`src/rtl/sbw_pkg.sv`:
```
package sbw_pkg;

  localparam int NUM_SRC = 2;

  // Strobes the decode stage hands to the datapath each cycle.
  typedef struct packed {
    logic               insEn;     // write the selected slot
    logic               insMem;    // slot holds a memory operation
    logic               dstTrack;  // destination is a tracked register
    logic               cmpTrack;  // completion tag is a tracked register
    logic [NUM_SRC-1:0] srcTrack;  // source needs a scoreboard lookup
  } sbwStrobes_t;

endpackage

```
`src/rtl/sbw_ctrl.sv`:
```
module sbw_ctrl
  import sbw_pkg::*;
#(
  parameter int NUM_PREGS   = 40,
  parameter int TAG_W       = 6,
  parameter int NUM_ENTRIES = 8,
  localparam int IDX_W      = (NUM_ENTRIES > 1) ? $clog2(NUM_ENTRIES) : 1
) (
  input  logic                            insValid,
  input  logic [IDX_W-1:0]                insIdx,
  input  logic [NUM_SRC-1:0]              srcUse,
  input  logic [NUM_SRC-1:0]              srcRdy,
  input  logic [NUM_SRC-1:0][TAG_W-1:0]   srcTag,
  input  logic                            insDstUse,
  input  logic [TAG_W-1:0]                insDstTag,
  input  logic                            insIsMem,
  input  logic                            cmpValid,
  input  logic [TAG_W-1:0]                cmpTag,
  input  logic                            sqValid,
  input  logic [IDX_W-1:0]                sqIdx,
  output sbwStrobes_t                     strobes,
  output logic [NUM_ENTRIES-1:0]          insSel,
  output logic [NUM_ENTRIES-1:0]          sqSel
);

  localparam logic [TAG_W:0] TAG_LIMIT = (TAG_W+1)'(NUM_PREGS);

  function automatic logic inRange(input logic [TAG_W-1:0] t);
    return ({1'b0, t} < TAG_LIMIT);
  endfunction

  always_comb begin
    strobes          = '0;
    strobes.insEn    = insValid;
    strobes.insMem   = insValid & insIsMem;
    strobes.dstTrack = insValid & insDstUse & inRange(insDstTag);
    strobes.cmpTrack = cmpValid & inRange(cmpTag);
    for (int k = 0; k < NUM_SRC; k++) begin
      strobes.srcTrack[k] = insValid & srcUse[k] & ~srcRdy[k] & inRange(srcTag[k]);
    end
  end

  // Slot decode; an insert on the same slot overrides a squash.
  for (genvar i = 0; i < NUM_ENTRIES; i++) begin : g_sel
    assign insSel[i] = insValid & (insIdx == IDX_W'(i));
    assign sqSel[i]  = sqValid & (sqIdx == IDX_W'(i)) & ~insSel[i];
  end

endmodule

```
`src/rtl/sbw_datapath.sv`:
```
module sbw_datapath
  import sbw_pkg::*;
#(
  parameter int NUM_PREGS   = 40,
  parameter int TAG_W       = 6,
  parameter int NUM_ENTRIES = 8
) (
  input  logic                            clk,
  input  logic                            rstN,
  input  sbwStrobes_t                     strobes,
  input  logic [NUM_ENTRIES-1:0]          insSel,
  input  logic [NUM_ENTRIES-1:0]          sqSel,
  input  logic [NUM_SRC-1:0][TAG_W-1:0]   srcTag,
  input  logic [TAG_W-1:0]                insDstTag,
  input  logic [TAG_W-1:0]                cmpTag,
  output logic [NUM_ENTRIES-1:0]          issueReady,
  output logic [NUM_ENTRIES-1:0]          memRegsReady,
  output logic                            dupErr
);

  logic [NUM_PREGS-1:0]                          sbReady;
  logic [NUM_ENTRIES-1:0]                        entValid;
  logic [NUM_ENTRIES-1:0]                        entMem;
  logic [NUM_ENTRIES-1:0][NUM_SRC-1:0]           entWait;
  logic [NUM_ENTRIES-1:0][NUM_SRC-1:0][TAG_W-1:0] entTag;
  logic [NUM_ENTRIES-1:0][NUM_SRC-1:0]           wakeHit;
  logic [NUM_SRC-1:0]                            insWait;
  logic                                          dupNow;
  logic                                          dupQ;

  function automatic logic sbLookup(input logic [NUM_PREGS-1:0] sb,
                                    input logic [TAG_W-1:0] t);
    logic res;
    res = 1'b1;
    for (int r = 0; r < NUM_PREGS; r++) begin
      if (t == TAG_W'(r)) res = sb[r];
    end
    return res;
  endfunction

  // Source settlement at insert: scoreboard, plus same-cycle completion bypass.
  always_comb begin
    for (int k = 0; k < NUM_SRC; k++) begin
      insWait[k] = strobes.srcTrack[k]
                 & ~sbLookup(sbReady, srcTag[k])
                 & ~(strobes.cmpTrack & (cmpTag == srcTag[k]));
    end
  end

  // Parallel tag broadcast against every waiting operand.
  for (genvar i = 0; i < NUM_ENTRIES; i++) begin : g_cam
    for (genvar k = 0; k < NUM_SRC; k++) begin : g_src
      assign wakeHit[i][k] = entValid[i] & entWait[i][k] & strobes.cmpTrack
                           & (entTag[i][k] == cmpTag);
    end
  end

  // Reallocation of a destination that surviving slots still wait on.
  always_comb begin
    dupNow = 1'b0;
    if (strobes.dstTrack) begin
      for (int i = 0; i < NUM_ENTRIES; i++) begin
        for (int k = 0; k < NUM_SRC; k++) begin
          if (entValid[i] && !insSel[i] && !sqSel[i] && entWait[i][k]
              && !wakeHit[i][k] && (entTag[i][k] == insDstTag)) begin
            dupNow = 1'b1;
          end
        end
      end
    end
  end

  // Scoreboard: reallocation clears, completion sets.
  for (genvar r = 0; r < NUM_PREGS; r++) begin : g_sb
    always_ff @(posedge clk or negedge rstN) begin
      if (!rstN) begin
        sbReady[r] <= 1'b1;
      end else if (strobes.dstTrack && (insDstTag == TAG_W'(r))) begin
        sbReady[r] <= 1'b0;
      end else if (strobes.cmpTrack && (cmpTag == TAG_W'(r))) begin
        sbReady[r] <= 1'b1;
      end
    end
  end

  // Slot state.
  for (genvar i = 0; i < NUM_ENTRIES; i++) begin : g_ent
    always_ff @(posedge clk or negedge rstN) begin
      if (!rstN) begin
        entValid[i] <= 1'b0;
        entMem[i]   <= 1'b0;
        entWait[i]  <= '0;
        entTag[i]   <= '0;
      end else if (insSel[i]) begin
        entValid[i] <= 1'b1;
        entMem[i]   <= strobes.insMem;
        entWait[i]  <= insWait;
        entTag[i]   <= srcTag;
      end else if (sqSel[i]) begin
        entValid[i] <= 1'b0;
        entWait[i]  <= '0;
      end else begin
        entWait[i]  <= entWait[i] & ~wakeHit[i];
      end
    end

    assign issueReady[i]   = entValid[i] & ~entMem[i] & ~(|entWait[i]);
    assign memRegsReady[i] = entValid[i] &  entMem[i] & ~(|entWait[i]);
  end

  always_ff @(posedge clk or negedge rstN) begin
    if (!rstN) dupQ <= 1'b0;
    else       dupQ <= dupNow;
  end

  assign dupErr = dupQ;

endmodule

```
`src/rtl/sbw_wakeup_unit.sv`:
```
module sbw_wakeup_unit
  import sbw_pkg::*;
#(
  parameter int NUM_PREGS   = 40,
  parameter int TAG_W       = 6,
  parameter int NUM_ENTRIES = 8,
  localparam int IDX_W      = (NUM_ENTRIES > 1) ? $clog2(NUM_ENTRIES) : 1
) (
  input  logic                   clk,
  input  logic                   rstN,
  input  logic                   insValid,
  input  logic [IDX_W-1:0]       insIdx,
  input  logic                   insSrc0Use,
  input  logic [TAG_W-1:0]       insSrc0Tag,
  input  logic                   insSrc0Rdy,
  input  logic                   insSrc1Use,
  input  logic [TAG_W-1:0]       insSrc1Tag,
  input  logic                   insSrc1Rdy,
  input  logic                   insDstUse,
  input  logic [TAG_W-1:0]       insDstTag,
  input  logic                   insIsMem,
  input  logic                   cmpValid,
  input  logic [TAG_W-1:0]       cmpTag,
  input  logic                   sqValid,
  input  logic [IDX_W-1:0]       sqIdx,
  output logic [NUM_ENTRIES-1:0] issueReady,
  output logic [NUM_ENTRIES-1:0] memRegsReady,
  output logic                   dupErr
);

  sbwStrobes_t                   strobes;
  logic [NUM_ENTRIES-1:0]        insSel;
  logic [NUM_ENTRIES-1:0]        sqSel;
  logic [NUM_SRC-1:0][TAG_W-1:0] srcTag;

  assign srcTag = {insSrc1Tag, insSrc0Tag};

  sbw_ctrl #(
    .NUM_PREGS  (NUM_PREGS),
    .TAG_W      (TAG_W),
    .NUM_ENTRIES(NUM_ENTRIES)
  ) u_ctrl (
    .insValid (insValid),
    .insIdx   (insIdx),
    .srcUse   ({insSrc1Use, insSrc0Use}),
    .srcRdy   ({insSrc1Rdy, insSrc0Rdy}),
    .srcTag   (srcTag),
    .insDstUse(insDstUse),
    .insDstTag(insDstTag),
    .insIsMem (insIsMem),
    .cmpValid (cmpValid),
    .cmpTag   (cmpTag),
    .sqValid  (sqValid),
    .sqIdx    (sqIdx),
    .strobes  (strobes),
    .insSel   (insSel),
    .sqSel    (sqSel)
  );

  sbw_datapath #(
    .NUM_PREGS  (NUM_PREGS),
    .TAG_W      (TAG_W),
    .NUM_ENTRIES(NUM_ENTRIES)
  ) u_dp (
    .clk         (clk),
    .rstN        (rstN),
    .strobes     (strobes),
    .insSel      (insSel),
    .sqSel       (sqSel),
    .srcTag      (srcTag),
    .insDstTag   (insDstTag),
    .cmpTag      (cmpTag),
    .issueReady  (issueReady),
    .memRegsReady(memRegsReady),
    .dupErr      (dupErr)
  );

endmodule

```
`config.mk`:
```
export PLATFORM = sky130hd
export DESIGN_NAME = sbw_wakeup_unit
export DESIGN_NICKNAME = d
export VERILOG_FILES = /design/src/rtl/sbw_pkg.sv /design/src/rtl/sbw_ctrl.sv /design/src/rtl/sbw_datapath.sv /design/src/rtl/sbw_wakeup_unit.sv
export SDC_FILE = /design/constraint.sdc
export NUM_CORES = 1
export LEC_CHECK = 0
export BUFFER_PORTS_ARGS = -buffer_cell sky130_fd_sc_hd__buf_2
export CORE_UTILIZATION = 50
export DETAILED_ROUTE_END_ITERATION = 10
export PLACE_DENSITY = 0.77
export SLEW_MARGIN = 25
export SYNTH_ARGS = -nofsm -noshare
export SYNTH_HDL_FRONTEND = slang
export SYNTH_SLANG_ARGS = --single-unit
```
`constraint.sdc`:
```
create_clock -name clk -period 2.6 [get_ports clk]
set_clock_uncertainty 0.15 [all_clocks]
set_input_delay 0.39 -clock clk [delete_from_list [all_inputs] [get_ports clk]]
set_output_delay 0.39 -clock clk [all_outputs]
set_load 0.02 [all_outputs]
```
==> Yosys cells after proc, flatten, opt, wreduce, memory -nomap -nowiden <==
Index checks and enable logic that the tools add are counted.
{ "classes": {"order_cmp": 4, "eq_ne": 204, "n_mux": 209, "n_bitwise": 166, "reduce_logical": 238} }
{ "op_table": {"columns": ["op", "n"], "rows": [
  ["$eq A6 B5 Y1 const B", 64],
  ["$eq A6 B6 Y1", 34],
  ["$mux W1", 193],
  ["$eq A6 B4 Y1 const B", 32],
  ["$eq A6 B6 Y1 const B", 32],
  ["$logic_and A1 B1 Y1", 144],
  ["$and A1 B1 Y1", 120],
  ["$eq A6 B3 Y1 const B", 16],
  ["$reduce_bool A2 Y1", 48],
  ["$eq A6 B2 Y1 const B", 8],
  ["$logic_not A1 Y1", 32],
  ["$mux W2", 16],
  ["$not A1 Y1", 30],
  ["$eq A3 B3 Y1 const B", 8],
  ["$eq A6 B1 Y1 const B", 4],
  ["$logic_not A6 Y1", 4],
  ["$lt A6 B6 Y1 const B", 4],
  ["$and A2 B2 Y2", 8],
  ["$not A2 Y2", 8],
  ["$reduce_or A2 Y1", 8],
  ["$eq A3 B2 Y1 const B", 4],
  ["$eq A3 B1 Y1 const B", 2],
  ["$logic_not A3 Y1", 2]
]} }
{ "totals": {"ff_bits": 169, "in_bits": 41, "output_inout_bits": 17, "wordCells": 902} }

==> Logic depth before layout (Yosys ltp) <==
{ "depth": {"depth_word": 45, "depth_mapped": 10} }

==> Hierarchy <==
Synthesis repeated with hierarchy kept, for this count alone.
{ "hier_totals": {"hier_cells": 1051, "area_unflattened_um2": 10661.5} }
{ "modules_own_cells": {"columns": ["mod", "n_inst", "cells_per_inst", "area_per_inst_um2", "seq_area_each_um2"], "rows": [
  ["sbw_datapath", 1, 1019, 10405.0, 4279.1],
  ["sbw_ctrl", 1, 32, 256.5, 0.0]
]} }

==> Worst setup path after synthesis <==
OpenSTA, ideal clock, no wires.
{ "synth_timing": {"path_type": "input port to flip-flop", "startpoint": "in cmpTag[3]", "endpoint": "reg u_dp.dupQ (netlist: u_dp.dupErr)", "arrival_ns": 1.976, "required_time_ns": 2.312, "path_slack_ns": 0.336, "cell_stages": 9, "n_path_buf": 2, "path_cell_list": "clkbuf_1 buf_4 xnor2_1 nand4_1 o21ai_0 nor3_1 a2111o_1 a2111oi_2 a31oi_1"} }
{ "synth_via": {"elab_chain_cells": 24, "word_cells_on_any_way": 115} }
{ "synth_lines": {"columns": ["element", "line_no", "rtl"], "rows": [
  ["start, declared", "sbw_wakeup_unit.sv:23", "input logic [TAG_W-1:0] cmpTag,"],
  ["$lt A6 B6 Y1", "sbw_ctrl.sv:29", "return ({1'b0, t} < TAG_LIMIT);"],
  ["$and A1 B1 Y1", "sbw_ctrl.sv:37", "strobes.cmpTrack = cmpValid & inRange(cmpTag);"],
  ["$and A1 B1 Y1", "sbw_datapath.sv:53", "assign wakeHit[i][k] = entValid[i] & entWait[i][k] & strobes.cmpTrack"],
  ["$and A1 B1 Y1", "sbw_datapath.sv:54", "& (entTag[i][k] == cmpTag);"],
  ["$logic_not A1 Y1", "sbw_datapath.sv:65", "&& !wakeHit[i][k] && (entTag[i][k] == insDstTag)) begin"],
  ["$logic_and A1 B1 Y1 (2 in series)", "sbw_datapath.sv:65", null],
  ["$mux W1 (15 in series)", "sbw_datapath.sv:64", "if (entValid[i] && !insSel[i] && !sqSel[i] && entWait[i][k]"],
  ["$mux W1 (*)", "sbw_datapath.sv:64", null],
  ["$mux W1 (*)", "sbw_datapath.sv:61", "if (strobes.dstTrack) begin"],
  ["named net u_dp.dupNow", "sbw_datapath.sv:28", "logic dupNow;"],
  ["end signal, assigned", "sbw_datapath.sv:113", "else dupQ <= dupNow;"],
  ["end, declared", "sbw_datapath.sv:29", "logic dupQ;"]
]} }
Mark *: on every way through the listed nets, which the timed path passes. The rest lies on a longest branch.
A chain may end at the register's enable or synchronous reset.

==> Worst setup path in the final report <==
{ "layout_timing": {"startpoint": "in cmpTag[1]", "endpoint": "reg u_dp.dupQ (netlist: u_dp.dupErr)"} }
The elaborated chain is that of the path after synthesis.

==> results.json <==
{
  "p_switching_mw": 2.83,
  "fillCellCount": 1765,
  "ant_nets": 0,
  "rows": 52,
  "share_comb_of_total_power": 0.246,
  "cts_buffers": 17,
  "synth_enable_flop_cells": 0,
  "synthCells": 1143,
  "design_area_um2": 12100,
  "grt_usage": 0.324,
  "fin_crit_sh": 0.911,
  "drive_gt1_frac": 0.224,
  "routabilityCongestion": 1.01,
  "final_core_util": 0.590,
  "final_nets": 1251,
  "wl_per_cell_um": 22.9,
  "antenna_found_initial": 0,
  "cts.htree.levels": 4,
  "endpoint_kind": "flop",
  "cp.required_ps": 2750,
  "vias": 9449,
  "grt_pass1_vias": 9107,
  "maxCapViolCount": 0,
  "post_dp_cell_area_um2": 11500,
  "clk_pin_slew_worst_paths_ps": 70,
  "synth_top_area_cell": "dfrtp_1",
  "drt-initial-drc-count": 982,
  "drc_errors": 0,
  "diodes": 0,
  "synth_area_um2": 10600,
  "core_um2": 20600,
  "dp_cells": 1460,
  "synth.avg_cell_area_um2": 9.31,
  "grt_start_max_net_pins": 63,
  "whs_ps": 157,
  "ff_latch_area_um2": 4280,
  "fp.dieW_um": 148,
  "multi_input_area_um2": 5880,
  "arrival_ps": 2520,
  "slew-limit-headroom": 0.630,
  "wl_mm": 34.2,
  "tightest_slew_ps": 548,
  "synth_top_cells_by_area": "dfrtp_1 30%, xnor2_1 10%, dfstp_2 9.9%",
  "finalWorstSetupSlack_ps": 230,
  "power_frac_clock": 0.303,
  "setup_viol": 0,
  "start_util": 0.517,
  "grt-ovfl-total": 0,
  "fmax_ghz": 0.422,
  "path_delay_family": "compound AO/OA/AOI/OAI gates",
  "ys_seq_area_frac": 0.402,
  "seqPwrFrac": 0.451,
  "critPathSlowestCell": "a211oi_1",
  "clk_latency_ps": 440,
  "dp_hpwl_mm": 24.4,
  "peakVddDrop_mv": 0.386,
  "viasPerCell": 6.33,
  "cts_tree": "built",
  "rsz0062_at_grt": "false",
  "min_path_type": "input port to flop",
  "cts_resized": 0,
  "p_per_area_nw_per_um2": 694,
  "path_buf_inv": 2,
  "crit_type": "input port to flop",
  "dr.pass1.iters": 6,
  "internal-power_mw": 5.59,
  "clockBufferDepth": 2,
  "die-height_um": 148,
  "ys.flop_type": "dfrtp_1",
  "cts_setup_buffers": 0,
  "crit_chain": "buf_2, buf_4, xor2_1, nor4_1, a31oi_1, nand2_1, o21ai_0, a211oi_1, a31oi_1",
  "fin_cells": 1493,
  "async_flop_share": 1.00,
  "area.growth.synth_to_final_pct": 14.0,
  "clock-sinks": 169,
  "syn_nets": 1184,
  "netSwitchingFraction": 0.336,
  "fin_crit_ps": 2370,
  "synth_top_area_frac": 0.303,
  "start_kind": "input port",
  "p_leak_nw": 5.10,
  "die_area_um2": 21900,
  "io_buffers": 57,
  "ys_ff_latch": 169,
  "finalMaxSlewViolations": 0,
  "pre_cts_slack_ps": -125,
  "cts_hold_buffers": 1,
  "grt_pass1_wl_mm": 53.1,
  "synth_cell_types": 70,
  "cts-root-buf": "clkbuf_16",
  "io_pins": 58,
  "worstPathMaxFanout": 13,
  "cpPeakStageDelay_ps": 470,
  "synth_warnings": 0,
  "hold_viol_final": 0,
  "cpMostUsedCell": "a31oi_1",
  "status": "finished clean"
}
-- registers in the layout, indices dropped and copies added (netlist names) --
register	flops
u_dp.entWait	16
u_dp.dupErr	1
u_dp.entMem	8
u_dp.sbReady	40
u_dp.entValid	8
u_dp.entTag	96
-- layout make-up --
type	instances	share of cell area
Timing Repair Buffer	143	0.0827
Inverter	9	0.00279
Clock buffer	20	0.0403
Multi-Input combinational cell	870	0.485
Sequential cell	169	0.353
Clock inverter	12	0.00815
Tap cell	270	0.0279
-- logic make-up after synthesis --
family          after synthesis  synth area share
simple gates                395             0.198
compound gates              207             0.118
xor+xnor                    204             0.168
flops                       169             0.402
buf+inv                     104            0.0447
mux                          64            0.0695
-- placed cells by master, fill, tap and decap left out, types with 15 or more instances in the layout --
master	count
nand4_1	36
o21ai_0	34
a21oi_1	67
buf_4	80
mux2_2	46
nand3_1	27
xor2_1	82
clkbuf_16	19
xnor2_1	122
nor2b_1	15
a31oi_1	29
dfrtp_1	129
nor3_1	25
dfstp_2	40
o21ai_1	25
nand2_1	149
nor4_1	23
buf_2	56
nor2_1	36
-- worst paths after layout --
path,startpoint,end,slack [ps],depth (start not counted)
max reg2reg,u_dp.sbReady[6],u_dp.entWait[1],310,8
min reg2reg,u_dp.entMem[4],u_dp.entMem[4],360,2
min in group asynchronous,rstN,u_dp.entMem[4],260,2
min,insSrc1Tag[3],u_dp.entTag[9],160,3
max in group asynchronous,rstN,u_dp.sbReady[31],1330,3
max,cmpTag[1],u_dp.dupErr,230,9
-- per-layer routing --
layer / vias up / routed length (um) / share of wire / track usage
met1: 4577 / 13900 / 0.41 / 0.441
met3: 97 / 3680 / 0.11 / 0.0753
met2: 589 / 15300 / 0.45 / 0.491
met5: - / 0 / 0 / 0
met4: 0 / 1280 / 0.038 / 0.151
li1: 4186 / - / - / -
-- metrics by stage --
stage	total power, mW	TNS [ps]
3_3_place_gp	5.78	-78.0
4_1_cts	8.39	0
6_report	8.42	0
5_1_grt	8.78	0
2_1_floorplan	5.13	0
3_5_place_dp	5.84	-125
-- power by group through the flow --
stage / Clock (mW) / Combinational (mW) / Sequential, mW
2_1_floorplan: 0 / 1.51 / 3.62
3_3_place_gp: 0 / 1.98 / 3.79
3_5_place_dp: 0 / 2.04 / 3.80
4_1_cts: 2.57 / 2.06 / 3.76
5_1_grt: 2.67 / 2.28 / 3.83
6_report: 2.55 / 2.07 / 3.80
-- Yosys cell counts (all sizes together) (5+ instances only) --
cell     instances
nand2          149
dfrtp          129
xnor2          122
xor2            82
a21oi           68
o21ai           60
buf             55
mux2            49
clkbuf          40
dfstp           40
nand4           36
nor2            36
a31oi           29
nand3           27
nor3            25
nor4            23
nor2b           15
nor4b           13
and3            12
mux2i           12
inv              9
nand2b           9
nor4bb           8
nand4b           7
o22ai            7
nor3b            6
o2111ai          6
and2             5
o211ai           5
-- worst reg2reg max path, stage by stage (launching register included) --
cell,delay (ps)
dfstp_2,560
inv_1,50
o221a_2,270
o311a_1,280
a311oi_1,270
o21ai_1,170
a21oi_4,170
buf_4,180
o21ai_1,70
Note: power is estimated with default switching activity, not from simulation.
